===== src/rtl/csf_pkg.sv =====
package csf_pkg;
  localparam int unsigned CSF_FRAME_BITS = 112;
  localparam int unsigned CSF_DISP_BITS  = 111;
  localparam int unsigned CSF_DIM_BITS   = 10;
  localparam int unsigned CSF_DIM_BASE   = 96;
  localparam int unsigned CSF_MIN_BITS   = 16;

  typedef enum logic [1:0] {
    CSF_UPD_NONE = 2'd0,
    CSF_UPD_DISP = 2'd1,
    CSF_UPD_DIM  = 2'd2
  } csf_upd_e;
endpackage


===== src/rtl/csf_sync.sv =====
module csf_sync #(
  parameter int unsigned W      = 1,
  parameter int unsigned STAGES = 2,
  parameter logic [W-1:0] RST_VAL = '0
) (
  input  logic         clk,
  input  logic         rst_n,
  input  logic [W-1:0] d,
  output logic [W-1:0] q
);
  logic [W-1:0] stage_q [STAGES];

  genvar g;
  generate
    for (g = 0; g < STAGES; g++) begin : g_stage
      if (g == 0) begin : g_first
        always_ff @(posedge clk or negedge rst_n) begin
          if (!rst_n) stage_q[g] <= RST_VAL;
          else        stage_q[g] <= d;
        end
      end else begin : g_rest
        always_ff @(posedge clk or negedge rst_n) begin
          if (!rst_n) stage_q[g] <= RST_VAL;
          else        stage_q[g] <= stage_q[g-1];
        end
      end
    end
  endgenerate

  assign q = stage_q[STAGES-1];
endmodule


===== src/rtl/csf_frontend.sv =====
module csf_frontend #(
  parameter int unsigned SYNC_STAGES = 2
) (
  input  logic clk,
  input  logic rst_n,
  input  logic ser_cs_n,
  input  logic ser_clk,
  input  logic ser_data,
  output logic shift_en,
  output logic shift_bit,
  output logic frame_start,
  output logic frame_end,
  output logic cs_idle
);
  logic [2:0] raw_vec;
  logic [2:0] sync_vec;
  logic       s_clk, s_cs_n, s_data;
  logic       clk_prev_q, clk_prev_d;
  logic       cs_prev_q, cs_prev_d;

  assign raw_vec = {ser_clk, ser_cs_n, ser_data};

  csf_sync #(
    .W      (3),
    .STAGES (SYNC_STAGES),
    .RST_VAL(3'b010)
  ) u_sync (
    .clk  (clk),
    .rst_n(rst_n),
    .d    (raw_vec),
    .q    (sync_vec)
  );

  assign s_clk  = sync_vec[2];
  assign s_cs_n = sync_vec[1];
  assign s_data = sync_vec[0];

  always_comb begin
    clk_prev_d  = s_clk;
    cs_prev_d   = s_cs_n;
    shift_en    = s_clk & ~clk_prev_q & ~s_cs_n;
    shift_bit   = s_data;
    frame_start = ~s_cs_n & cs_prev_q;
    frame_end   = s_cs_n & ~cs_prev_q;
    cs_idle     = s_cs_n;
  end

  always_ff @(posedge clk or negedge rst_n) begin
    if (!rst_n) begin
      clk_prev_q <= 1'b0;
      cs_prev_q  <= 1'b1;
    end else begin
      clk_prev_q <= clk_prev_d;
      cs_prev_q  <= cs_prev_d;
    end
  end

  // a shift is never requested while chip select is seen high
  p_no_shift_idle_r3: assert property (@(posedge clk) disable iff (!rst_n)
    cs_idle |-> !shift_en);
endmodule


===== src/rtl/csf_shifter.sv =====
module csf_shifter #(
  parameter int unsigned FRAME_BITS = 112,
  localparam int unsigned CW = $clog2(FRAME_BITS + 1)
) (
  input  logic                  clk,
  input  logic                  rst_n,
  input  logic                  shift_en,
  input  logic                  shift_bit,
  input  logic                  frame_start,
  input  logic                  cs_idle,
  output logic [FRAME_BITS-1:0] sreg,
  output logic [CW-1:0]         bit_cnt
);
  logic [FRAME_BITS-1:0] sreg_q, sreg_d;
  logic [CW-1:0]         cnt_q, cnt_d;
  logic                  sreg_en, cnt_en;
  logic                  cnt_full;

  assign cnt_full = (cnt_q == CW'(FRAME_BITS));

  always_comb begin
    sreg_en = shift_en;
    sreg_d  = {shift_bit, sreg_q[FRAME_BITS-1:1]};
    cnt_en  = frame_start | (shift_en & ~cnt_full);
    if (frame_start) cnt_d = shift_en ? CW'(1) : '0;
    else             cnt_d = cnt_q + CW'(1);
  end

  always_ff @(posedge clk or negedge rst_n) begin
    if (!rst_n)       sreg_q <= '0;
    else if (sreg_en) sreg_q <= sreg_d;
  end

  always_ff @(posedge clk or negedge rst_n) begin
    if (!rst_n)      cnt_q <= '0;
    else if (cnt_en) cnt_q <= cnt_d;
  end

  assign sreg    = sreg_q;
  assign bit_cnt = cnt_q;

  // register frozen while chip select is idle
  p_hold_idle_r3: assert property (@(posedge clk) disable iff (!rst_n)
    cs_idle |=> $stable(sreg_q));
  // counter ceiling
  p_cnt_ceiling_r9: assert property (@(posedge clk) disable iff (!rst_n)
    cnt_q <= CW'(FRAME_BITS));
  // a shift moves the previous top bit one place down
  p_shift_order_r2: assert property (@(posedge clk) disable iff (!rst_n)
    shift_en |=> (sreg_q[FRAME_BITS-2] == $past(sreg_q[FRAME_BITS-1])));
endmodule


===== src/rtl/csf_commit.sv =====
module csf_commit
  import csf_pkg::*;
#(
  parameter int unsigned FRAME_BITS = 112,
  parameter int unsigned DISP_BITS  = 111,
  parameter int unsigned DIM_BITS   = 10,
  parameter int unsigned DIM_BASE   = 96,
  parameter int unsigned MIN_BITS   = 16,
  localparam int unsigned CW = $clog2(FRAME_BITS + 1)
) (
  input  logic                  clk,
  input  logic                  rst_n,
  input  logic                  frame_end,
  input  logic [FRAME_BITS-1:0] sreg,
  input  logic [CW-1:0]         bit_cnt,
  output logic [DISP_BITS-1:0]  disp_out,
  output logic [DIM_BITS-1:0]   dim_out,
  output logic                  disp_pulse,
  output logic                  dim_pulse
);
  csf_upd_e             kind;
  logic                 long_enough;
  logic                 mode_bit;
  logic [DISP_BITS-1:0] disp_q, disp_d;
  logic [DIM_BITS-1:0]  dim_q, dim_d;
  logic                 disp_en, dim_en;
  logic                 disp_pulse_q, dim_pulse_q;

  always_comb begin
    long_enough = (bit_cnt >= CW'(MIN_BITS));
    mode_bit    = sreg[FRAME_BITS-1];
    kind        = CSF_UPD_NONE;
    if (frame_end && long_enough) kind = mode_bit ? CSF_UPD_DISP : CSF_UPD_DIM;
    disp_en = (kind == CSF_UPD_DISP);
    dim_en  = (kind == CSF_UPD_DIM);
    disp_d  = sreg[DISP_BITS-1:0];
    dim_d   = sreg[DIM_BASE +: DIM_BITS];
  end

  always_ff @(posedge clk or negedge rst_n) begin
    if (!rst_n)       disp_q <= '0;
    else if (disp_en) disp_q <= disp_d;
  end

  always_ff @(posedge clk or negedge rst_n) begin
    if (!rst_n)      dim_q <= '0;
    else if (dim_en) dim_q <= dim_d;
  end

  always_ff @(posedge clk or negedge rst_n) begin
    if (!rst_n) begin
      disp_pulse_q <= 1'b0;
      dim_pulse_q  <= 1'b0;
    end else begin
      disp_pulse_q <= disp_en;
      dim_pulse_q  <= dim_en;
    end
  end

  assign disp_out   = disp_q;
  assign dim_out    = dim_q;
  assign disp_pulse = disp_pulse_q;
  assign dim_pulse  = dim_pulse_q;

  // segment latch moves only with its pulse
  p_disp_only_on_pulse_r5: assert property (@(posedge clk) disable iff (!rst_n)
    !disp_pulse_q |-> $stable(disp_q));
  // brightness latch moves only with its pulse
  p_dim_only_on_pulse_r6: assert property (@(posedge clk) disable iff (!rst_n)
    !dim_pulse_q |-> $stable(dim_q));
  // a short frame is dropped
  p_short_dropped_r7: assert property (@(posedge clk) disable iff (!rst_n)
    (frame_end && (bit_cnt < CW'(MIN_BITS))) |=> (!disp_pulse_q && !dim_pulse_q));
  // pulses exclusive and single-cycle
  p_pulse_excl_r8: assert property (@(posedge clk) disable iff (!rst_n)
    $onehot0({disp_pulse_q, dim_pulse_q}));
  p_pulse_single_r8: assert property (@(posedge clk) disable iff (!rst_n)
    (disp_pulse_q || dim_pulse_q) |=> (!disp_pulse_q && !dim_pulse_q));
  // an update only follows a chip select release
  p_update_after_release_r4: assert property (@(posedge clk) disable iff (!rst_n)
    !frame_end |=> (!disp_pulse_q && !dim_pulse_q));
endmodule


===== src/rtl/csf_serial_loader.sv =====
module csf_serial_loader
  import csf_pkg::*;
#(
  parameter int unsigned FRAME_BITS  = CSF_FRAME_BITS,
  parameter int unsigned DISP_BITS   = CSF_DISP_BITS,
  parameter int unsigned DIM_BITS    = CSF_DIM_BITS,
  parameter int unsigned DIM_BASE    = CSF_DIM_BASE,
  parameter int unsigned MIN_BITS    = CSF_MIN_BITS,
  parameter int unsigned SYNC_STAGES = 2
) (
  input  logic                 clk,
  input  logic                 rst_n,
  input  logic                 ser_cs_n,
  input  logic                 ser_clk,
  input  logic                 ser_data,
  output logic [DISP_BITS-1:0] seg_pattern,
  output logic [DIM_BITS-1:0]  dim_level,
  output logic                 display_update,
  output logic                 dim_update
);
  localparam int unsigned CW = $clog2(FRAME_BITS + 1);

  logic                  shift_en, shift_bit;
  logic                  frame_start, frame_end, cs_idle;
  logic [FRAME_BITS-1:0] sreg;
  logic [CW-1:0]         bit_cnt;

  csf_frontend #(
    .SYNC_STAGES(SYNC_STAGES)
  ) u_frontend (
    .clk        (clk),
    .rst_n      (rst_n),
    .ser_cs_n   (ser_cs_n),
    .ser_clk    (ser_clk),
    .ser_data   (ser_data),
    .shift_en   (shift_en),
    .shift_bit  (shift_bit),
    .frame_start(frame_start),
    .frame_end  (frame_end),
    .cs_idle    (cs_idle)
  );

  csf_shifter #(
    .FRAME_BITS(FRAME_BITS)
  ) u_shifter (
    .clk        (clk),
    .rst_n      (rst_n),
    .shift_en   (shift_en),
    .shift_bit  (shift_bit),
    .frame_start(frame_start),
    .cs_idle    (cs_idle),
    .sreg       (sreg),
    .bit_cnt    (bit_cnt)
  );

  csf_commit #(
    .FRAME_BITS(FRAME_BITS),
    .DISP_BITS (DISP_BITS),
    .DIM_BITS  (DIM_BITS),
    .DIM_BASE  (DIM_BASE),
    .MIN_BITS  (MIN_BITS)
  ) u_commit (
    .clk       (clk),
    .rst_n     (rst_n),
    .frame_end (frame_end),
    .sreg      (sreg),
    .bit_cnt   (bit_cnt),
    .disp_out  (seg_pattern),
    .dim_out   (dim_level),
    .disp_pulse(display_update),
    .dim_pulse (dim_update)
  );

  // outputs quiet right after reset release
  p_quiet_after_reset_r1: assert property (@(posedge clk) disable iff (!rst_n)
    $rose(rst_n) |-> (!display_update && !dim_update));
endmodule


===== config.mk =====
export PLATFORM = sky130hd
export DESIGN_NAME = csf_serial_loader
export DESIGN_NICKNAME = d
export VERILOG_FILES = /design/src/rtl/csf_pkg.sv /design/src/rtl/csf_sync.sv /design/src/rtl/csf_frontend.sv /design/src/rtl/csf_shifter.sv /design/src/rtl/csf_commit.sv /design/src/rtl/csf_serial_loader.sv
export SDC_FILE = /design/constraint.sdc
export NUM_CORES = 1
export LEC_CHECK = 0
export BUFFER_PORTS_ARGS = -buffer_cell sky130_fd_sc_hd__buf_2
export CAP_MARGIN = 10
export CORE_MARGIN = 2
export CORE_UTILIZATION = 60
export CTS_BUF_LIST = sky130_fd_sc_hd__clkbuf_16
export DETAILED_ROUTE_END_ITERATION = 10
export MAX_ROUTING_LAYER = met4
export PLACE_DENSITY = 0.91
export SETUP_SLACK_MARGIN = 0.15
export SLEW_MARGIN = 40
export SYNTH_ARGS = -nofsm -noshare
export SYNTH_HDL_FRONTEND = slang
export SYNTH_SLANG_ARGS = --single-unit

===== constraint.sdc =====
create_clock -name clk -period 5.4 [get_ports clk]
set_clock_uncertainty 0.05 [all_clocks]
set_input_delay 0.27 -clock clk [delete_from_list [all_inputs] [get_ports clk]]
set_output_delay 0.27 -clock clk [all_outputs]
set_load 0.02 [all_outputs]

==> metrics.txt, run 1 <==
slowest cell delay on critical path 0.60 ns; worst-path fanout max 46; vias in the first global route 6,008; Design Area, Final about 11,000 um2; FMAX around 400 MHz; GPL Wtd Cong 0.743; Core Area 15,200 um2; Reg-to-Reg End u_commit.disp_out[27]$_DFFE_PN0N_; Synth async-reset ratio 1.00; total number of placement rows 45; layout overhead on the synthesized area 17.9%; H-tree levels 1; number of antenna violations at the first check in global routing 0; Most used DFF post-synth sky130_fd_sc_hd__dfrtp_1; setup repair after global routing missed its margin false; IO Count 128; Post-Place Cell Area 10,200 um2; start point of the critical path u_shifter.bit_cnt[4]$_DFFE_PN0P_; initial standard-cell utilization of the core 0.613; final-layout setup total negative slack 0 ns; Max Buffers Root-to-Sink 3; CP max-delay cell sky130_fd_sc_hd__buf_4; CTS tree built; number of sinks on the clock net 250; Avg Inst Size Synth 11.8 um2; maximum VDD drop roughly 290 uV; kind of critical path flip-flop to flip-flop; setup slack on the worst flop-to-flop path 2.88 ns; share of Yosys cell area claimed by the top area cell type 0.663; Hold Crit Class primary input to asynchronous set/reset pin; die boundary width 129 um; Data arrival, critical path 2.86 ns; final-stage net count 923; cell at the root of the clock tree sky130_fd_sc_hd__clkbuf_16; type of element capturing the critical path flip-flop; hpwl dp 10,700 um; library cell with the highest instance count after synthesis sky130_fd_sc_hd__nand2_1; quantity of gates resized following cts 0; first-pass GRT wire length 29,500 um; fin crit share 0.467; Slew Limit Fails 0; total routed wirelength between 15,000 and 20,000 um; count of state elements after synthesis between 200 and 300; total leakage power between 6 and 7 nW; Worst Tran Pin Value about 0.72 ns; time the worst path needs with I/O delays and setup between 2 and 3 ns; number of flops mapped to enable cells by yosys 0; later-pin clock latency in the skew report between 0.5 and 0.6 ns; Antenna Cells 0; Seq/Total Area, Yosys 0.672; total vias in the final route 6,032; overall routing resource usage 0.227; die extent in y 129 um; top cell types by occurrence after synthesis sky130_fd_sc_hd__nand2_1 (341), sky130_fd_sc_hd__dfrtp_1 (247), sky130_fd_sc_hd__mux2_2 (121); residual antenna-violating net count after detailed routing 0; die footprint 16,500 um2; number of violations of the max-capacitance limit 0; required time at the worst-slack endpoint 5.73 ns; number of port buffers 127; Iteration-0 DRC Markers 309; clock transition time at the flip-flop clock pins of the worst setup and hold paths 0.06 ns; synthesized instance count just under 800; Startpoint Class flip-flop; maximum number of pins on one net before global-route repair 132; Pre-Repair DR Iteration Count 5; number of different library cells in the post-synthesis netlist 29; share of post-route cells with drive strength above 1 0.322; number of warning messages in the yosys log 0; ordered list of cells on the worst path nor3_1, nand4bb_4, buf_4, mux2_2; outcome complete, no violations; syn_nets between 700 and 800; Wirelength per Cell 15.7 um; cell types with the largest area share after synthesis sky130_fd_sc_hd__dfrtp_1 (66%), sky130_fd_sc_hd__mux2_2 (15%), sky130_fd_sc_hd__nand2_1 (14%); Remaining Overflow, GRT 0; headroom to the max-slew limit 0.517; Worst Reg2Reg Path Length in Cells 4; most area-hungry cell type in the Yosys netlist sky130_fd_sc_hd__dfrtp_1; power density over the cells 332 nW/um2; number of buffers created by CTS 25; final count of negative-setup-slack endpoints 0; final hold vios 0; Synth Cell Area 9320 um2; vias per inst approximately 5.4; # DRC 0; Critical R2R Launch u_shifter.bit_cnt[4]$_DFFE_PN0P_
==> layer usage <==
metal	global-route usage	routed length, um	part of all wire
met5	-	0	0
met4	0.0575	349	0.020
met3	0.0370	701	0.040
met2	0.362	8690	0.49
met1	0.312	7860	0.45
==> cell families (layout without fill, tap and decap cells) <==
group           after synthesis  in the layout  synth area share
mux                         122            122             0.147
compound gates               14             14           0.00886
simple gates                359            359             0.151
buf+inv                      41            187            0.0185
fa+ha+maj                     2              2           0.00268
flops                       250            250             0.672
==> layout by cell type (no fill, tap or decap), types with 2 or more instances in the layout <==
| cell | netlist | routed |
|---|---|---|
| sky130_fd_sc_hd__clkinv_1 | 0 | 3 |
| sky130_fd_sc_hd__dlygate4sd3_1 | 0 | 4 |
| sky130_fd_sc_hd__clkbuf_16 | 0 | 25 |
| sky130_fd_sc_hd__or3_1 | 3 | 3 |
| sky130_fd_sc_hd__mux2_2 | 121 | 121 |
| sky130_fd_sc_hd__and2_1 | 2 | 2 |
| sky130_fd_sc_hd__o21ai_0 | 3 | 3 |
| sky130_fd_sc_hd__a21oi_1 | 7 | 7 |
| sky130_fd_sc_hd__buf_4 | 0 | 6 |
| sky130_fd_sc_hd__inv_1 | 3 | 7 |
| sky130_fd_sc_hd__clkinvlp_4 | 0 | 6 |
| sky130_fd_sc_hd__ha_1 | 2 | 2 |
| sky130_fd_sc_hd__dfrtp_1 | 247 | 247 |
| sky130_fd_sc_hd__bufinv_16 | 0 | 2 |
| sky130_fd_sc_hd__clkinv_2 | 0 | 4 |
| sky130_fd_sc_hd__dfstp_2 | 3 | 3 |
| sky130_fd_sc_hd__nand2_1 | 341 | 341 |
| sky130_fd_sc_hd__buf_2 | 15 | 126 |
==> power by group <==
part | internal (mW) | switching [mW]
logic | 0.0200 | 0.0686
registers | 1.89 | 0.0221
clock network | 0.941 | 0.700
total | 2.86 | 0.791
==> critical path: cells and delay by family (launching register included) <==
family	cells	cell delay, ns
and+or+nand+nor	2	0.88
muxes	1	0.41
DFF	1	0.42
buffers and inverters	1	0.60
==> timing repair <==
item,in CTS,in global routing
setup buffers,0,0
setup endpoints to repair,0,0
hold endpoints to repair,50,0
hold buffers,4,0
==> worst max path at each step <==
stage                                              endpoint  depth (start not counted)
after floorplan              u_shifter.sreg[26]$_DFFE_PN0P_                          6
after global placement    u_commit.disp_out[30]$_DFFE_PN0N_                          4
after detailed placement  u_commit.disp_out[16]$_DFFE_PN0N_                          4
after CTS                 u_commit.disp_out[27]$_DFFE_PN0N_                          4
after global routing      u_commit.disp_out[27]$_DFFE_PN0N_                          4
final                     u_commit.disp_out[27]$_DFFE_PN0N_                          4
==> registers in the layout, indices dropped and copies added (netlist names) <==
register / count
u_frontend.u_sync.q: 3
u_frontend.u_sync.stage_q: 3
u_shifter.sreg: 112
u_commit.disp_pulse: 1
u_frontend.clk_prev_q: 1
u_commit.dim_pulse: 1
u_shifter.bit_cnt: 7
u_frontend.cs_prev_q: 1
u_commit.dim_out: 10
u_commit.disp_out: 111
==> layout make-up <==
type / instances / area (um2)
sequential: 250 / 6260
fill: 978 / 4210
multi-input combinational: 497 / 2920
timing repair buffer: 139 / 778
clock buffer: 25 / 626
tap: 188 / 235
clock inverter: 20 / 160
inverter: 3 / 11.3
==> through the flow <==
stage / utilization / std cells / hold WS [ns] / power, mW / setup slack (ns)
detailed placement: 0.669 / 1073 / 0.152 / 2.04 / 2.89
CTS: 0.723 / 1122 / 0.191 / 3.68 / 2.86
floorplan: - / 788 / -0.0756 / 1.98 / 3.70
global placement: 0.667 / 1072 / 0.282 / 2.03 / 2.95
global route: 0.723 / 1122 / 0.226 / 3.77 / 2.72
finish: 0.723 / 1122 / 0.197 / 3.65 / 2.88
(Power assumes the default switching activity.)
==> run 2: changes to the inputs <==
- ABC_AREA: unset -> 1
- CORE_UTILIZATION: 60 -> 52
- PLACE_DENSITY: 0.91 -> 0.84
- clock period: 5.4 -> 2.1 ns (I/O delays scaled with it)
==> run 2 against run 1 <==
  * The run now ends with DRC left
  * Sequential cell count unchanged
  * Register-to-register slack got worse by 2.4 ns
  * Worst hold slack got worse by 0.19 ns
  * Synthesized cell count increased by 20%
  * Via count increased by 7.1%
  * First-iteration DRC count increased by 27%
  * Critical path depth increased by 1
  * Global-route usage decreased by 3.8 points
  * Setup slack got worse by 2.4 ns
  * Largest power group unchanged
==> metrics.txt, run 2 <==
outcome finished, violations left; violations in the final reports DRC; ordered list of cells on the worst path inv_2, nand3_2, nand3_4, buf_12, o21ai_0; clock transition time at the flip-flop clock pins of the worst setup and hold paths 0.06 ns (about the same); Remaining Overflow, GRT 0 (unchanged); Iteration-0 DRC Markers 393 (+27%); worst slack after detailed placement 0.527 ns (-2.36 ns); Data arrival, critical path 1.93 ns (-0.93 ns); CP max-delay cell sky130_fd_sc_hd__dfrtp_1; residual antenna-violating net count after detailed routing 0 (unchanged); layout overhead on the synthesized area 16.0%; Synth async-reset ratio 1.00 (unchanged); initial standard-cell utilization of the core 0.532 (-0.0812); Hold Crit Class primary input to asynchronous set/reset pin; quantity of gates resized following cts 0 (unchanged); Critical R2R Launch u_shifter.bit_cnt[4]$_DFFE_PN0P_; die footprint 19,600 um2 (+18%); total routed wirelength 17,600 um (-0.15%); final hold vios 0 (unchanged); count of state elements after synthesis 250 (unchanged); Worst path depth 5 (+1); final-layout setup total negative slack 0 ns (unchanged); maximum number of pins on one net before global-route repair 117 (-11%); number of antenna violations at the first check in global routing 0 (unchanged); fin crit share 0.763 (+0.296); vias per inst 4.93 (-8.3%); share of post-route cells with drive strength above 1 0.211 (-0.111); worst hold slack 0.00609 ns (-0.191 ns); total number of placement rows 49 (+8.9%); core occupancy in the finished layout 0.617 (-0.106); slowest cell delay on critical path 0.45 ns (-0.15 ns); Antenna Cells 0 (unchanged); Max Buffers Root-to-Sink 3 (unchanged); number of sinks on the clock net 250 (unchanged); global routing usage on met2 0.288 (-0.0742); global routing met1 resource utilization 0.269 (-0.0426); Power, Total 9.38 mW (+160%); number of port buffers 127 (unchanged); commonest non-fill, non-tap cell in the layout sky130_fd_sc_hd__nand2_1; share of Yosys cell area claimed by the top area cell type 0.642 (-0.0207); fill count 1,442 (+47%); first-pass GRT wire length 30,200 um (+2.3%); final count of negative-setup-slack endpoints 0 (unchanged); Seq/Total Area, Yosys 0.651 (-0.0210); maximum VDD drop 676 uV (+130%); number of different library cells in the post-synthesis netlist 23 (-21%); synthesized instance count 943 (+20%); top cell types by occurrence after synthesis sky130_fd_sc_hd__nand2_1 (250), sky130_fd_sc_hd__dfrtp_1 (247), sky130_fd_sc_hd__o21ai_0 (165); total vias in the final route 6,460 (+7.1%); IO Count 128 (unchanged); total leakage power 5.48 nW (-14%); overall routing resource usage 0.189 (-0.0379); worst-path fanout max 116 (+150%); Most used DFF post-synth sky130_fd_sc_hd__dfrtp_1; grt peak-use layer met2; hpwl dp 11,100 um (+3.7%); Top delay family on crit path buffers and inverters; die boundary width 140 um (+8.9%); required time at the worst-slack endpoint 2.42 ns (-3.31 ns); flip-flop count of the largest register, all copies and words added 112 (unchanged); Synth Cell Area 9620 um2 (+3.2%); Worst Reg2Reg Path Length in Cells 5 (+1); Avg Inst Size Synth 10.2 um2 (-14%); H-tree levels 1 (unchanged); # DRC 12 (+12); setup slack on the worst flop-to-flop path 0.50 ns (-2.38 ns); cell types with the largest area share after synthesis sky130_fd_sc_hd__dfrtp_1 (64%), sky130_fd_sc_hd__nand2_1 (9.8%), sky130_fd_sc_hd__o21ai_0 (8.6%); number of violations of the max-capacitance limit 0 (unchanged); final-stage net count 1,068 (+16%); highest-count cells in the layout ignoring fill and taps sky130_fd_sc_hd__nand2_1 (250), sky130_fd_sc_hd__dfrtp_1 (247), sky130_fd_sc_hd__o21ai_0 (165); power density over the cells 840 nW/um2 (+150%); headroom to the max-slew limit 0.631 (+0.114); library cell with the highest instance count after synthesis sky130_fd_sc_hd__nand2_1; worst path setup slack after routing 0.497 ns (-2.38 ns); Core Area 18,100 um2 (+19%); Worst Tran Pin Value 0.553 ns (-0.172 ns); Pre-Repair DR Iteration Count 9 (+4); type of element capturing the critical path flip-flop; Startpoint Class flip-flop; number of buffers created by CTS 26 (+4.0%); die extent in y 140 um (+8.9%); CTS tree built; setup repair after global routing missed its margin false; vias in the first global route 6,245 (+3.9%); GPL Wtd Cong 0.747 (+0.58%); setup bufs post-CTS 0 (unchanged); Buf+Inv Stages, Crit Path 2 (+1); start point of the critical path u_shifter.bit_cnt[4]$_DFFE_PN0P_; Wirelength per Cell 13.4 um (-14%); number of warning messages in the yosys log 0 (unchanged); Slew Limit Fails 0 (unchanged); number of flops mapped to enable cells by yosys 0 (unchanged); later-pin clock latency in the skew report 0.52 ns (about the same); cell at the root of the clock tree sky130_fd_sc_hd__clkbuf_16; most area-hungry cell type in the Yosys netlist sky130_fd_sc_hd__dfrtp_1; syn_nets 950 (+19%); FMAX 624 MHz (+57%); Post-CTS Hold Fix Bufs 4 (unchanged); kind of critical path flip-flop to flip-flop; met3 Usage GRT 0.0359 (-0.00111); time the worst path needs with I/O delays and setup 1.60 ns (-0.921 ns)
## run 2: changes by cell type after synthesis, moves of 6 or more
cell | before | now
sky130_fd_sc_hd__nand2_1 | 341 | 250
sky130_fd_sc_hd__o21ai_2 | 0 | 48
sky130_fd_sc_hd__buf_6 | 0 | 19
sky130_fd_sc_hd__o21ai_0 | 3 | 165
sky130_fd_sc_hd__buf_4 | 0 | 12
sky130_fd_sc_hd__nor2_1 | 1 | 9
sky130_fd_sc_hd__o21ai_1 | 0 | 20
sky130_fd_sc_hd__a21oi_1 | 7 | 1
sky130_fd_sc_hd__clkbuf_1 | 23 | 9
sky130_fd_sc_hd__nand3_1 | 1 | 13
sky130_fd_sc_hd__inv_1 | 3 | 122
sky130_fd_sc_hd__mux2_2 | 121 | 0
## run 2: worst reg2reg max path, stage by stage, from the launching register on
cell and delay, ns:
sky130_fd_sc_hd__dfrtp_1 0.45, sky130_fd_sc_hd__inv_2 0.09, sky130_fd_sc_hd__nand3_2 0.11, sky130_fd_sc_hd__nand3_4 0.11, sky130_fd_sc_hd__buf_12 0.41, sky130_fd_sc_hd__o21ai_0 0.25
## run 2: final timing paths
check                                                    endpoint
max                             u_commit.disp_out[39]$_DFFE_PN0N_
min                             u_commit.disp_out[62]$_DFFE_PN0N_
max reg2reg                     u_commit.disp_out[39]$_DFFE_PN0N_
min reg2reg                      u_frontend.u_sync.q[0]$_DFF_PN0_
max in group asynchronous       u_commit.disp_out[88]$_DFFE_PN0N_
min in group clk           u_frontend.u_sync.stage_q[4]$_DFF_PN1_
## run 2: cell families (layout without fill, tap and decap cells)
group / after synthesis / count (layout) / share of synthesized area
AOI/OAI and AO/OA: 234 / 234 / 0.140
xor gates and xnor gates: 3 / 3 / 0.00273
adders and majority gates: 2 / 2 / 0.00260
DFF: 250 / 250 / 0.651
buffers and inverters: 175 / 313 / 0.0892
and+or+nand+nor: 279 / 279 / 0.114
## run 2: layer usage
metal  share of wire  up-vias
met2            0.45      152
li1                -     3203
met4           0.019        0
met1            0.48     3069
met3           0.052       36
met5               0        -
## run 2: stage by stage
| step | area [um2] | std cells |
|---|---|---|
| final | 11200 | 1310 |
| after global routing | 11200 | 1310 |
| after CTS | 11200 | 1310 |
| after detailed placement | 10300 | 1258 |
| after global placement | 10300 | 1258 |
| after floorplan | 9620 | 943 |
## run 2: layout make-up
class,instances,area [um2],share of cell area
Sequential cell,250,6260,0.561
Multi-Input combinational cell,518,2500,0.224
Timing Repair Buffer,141,861,0.0771
Clock buffer,27,676,0.0605
Inverter,124,465,0.0417
Tap cell,229,287,0.0257
Clock inverter,21,114,0.0102
## run 2: power by group
| group | internal, mW | leakage (nW) | switching (mW) |
|---|---|---|---|
| clock | 2.43 | 0.424 | 1.78 |
| combinational | 0.0631 | 1.59 | 0.191 |
| sequential | 4.88 | 3.46 | 0.0389 |
| total | 7.37 | 5.48 | 2.01 |
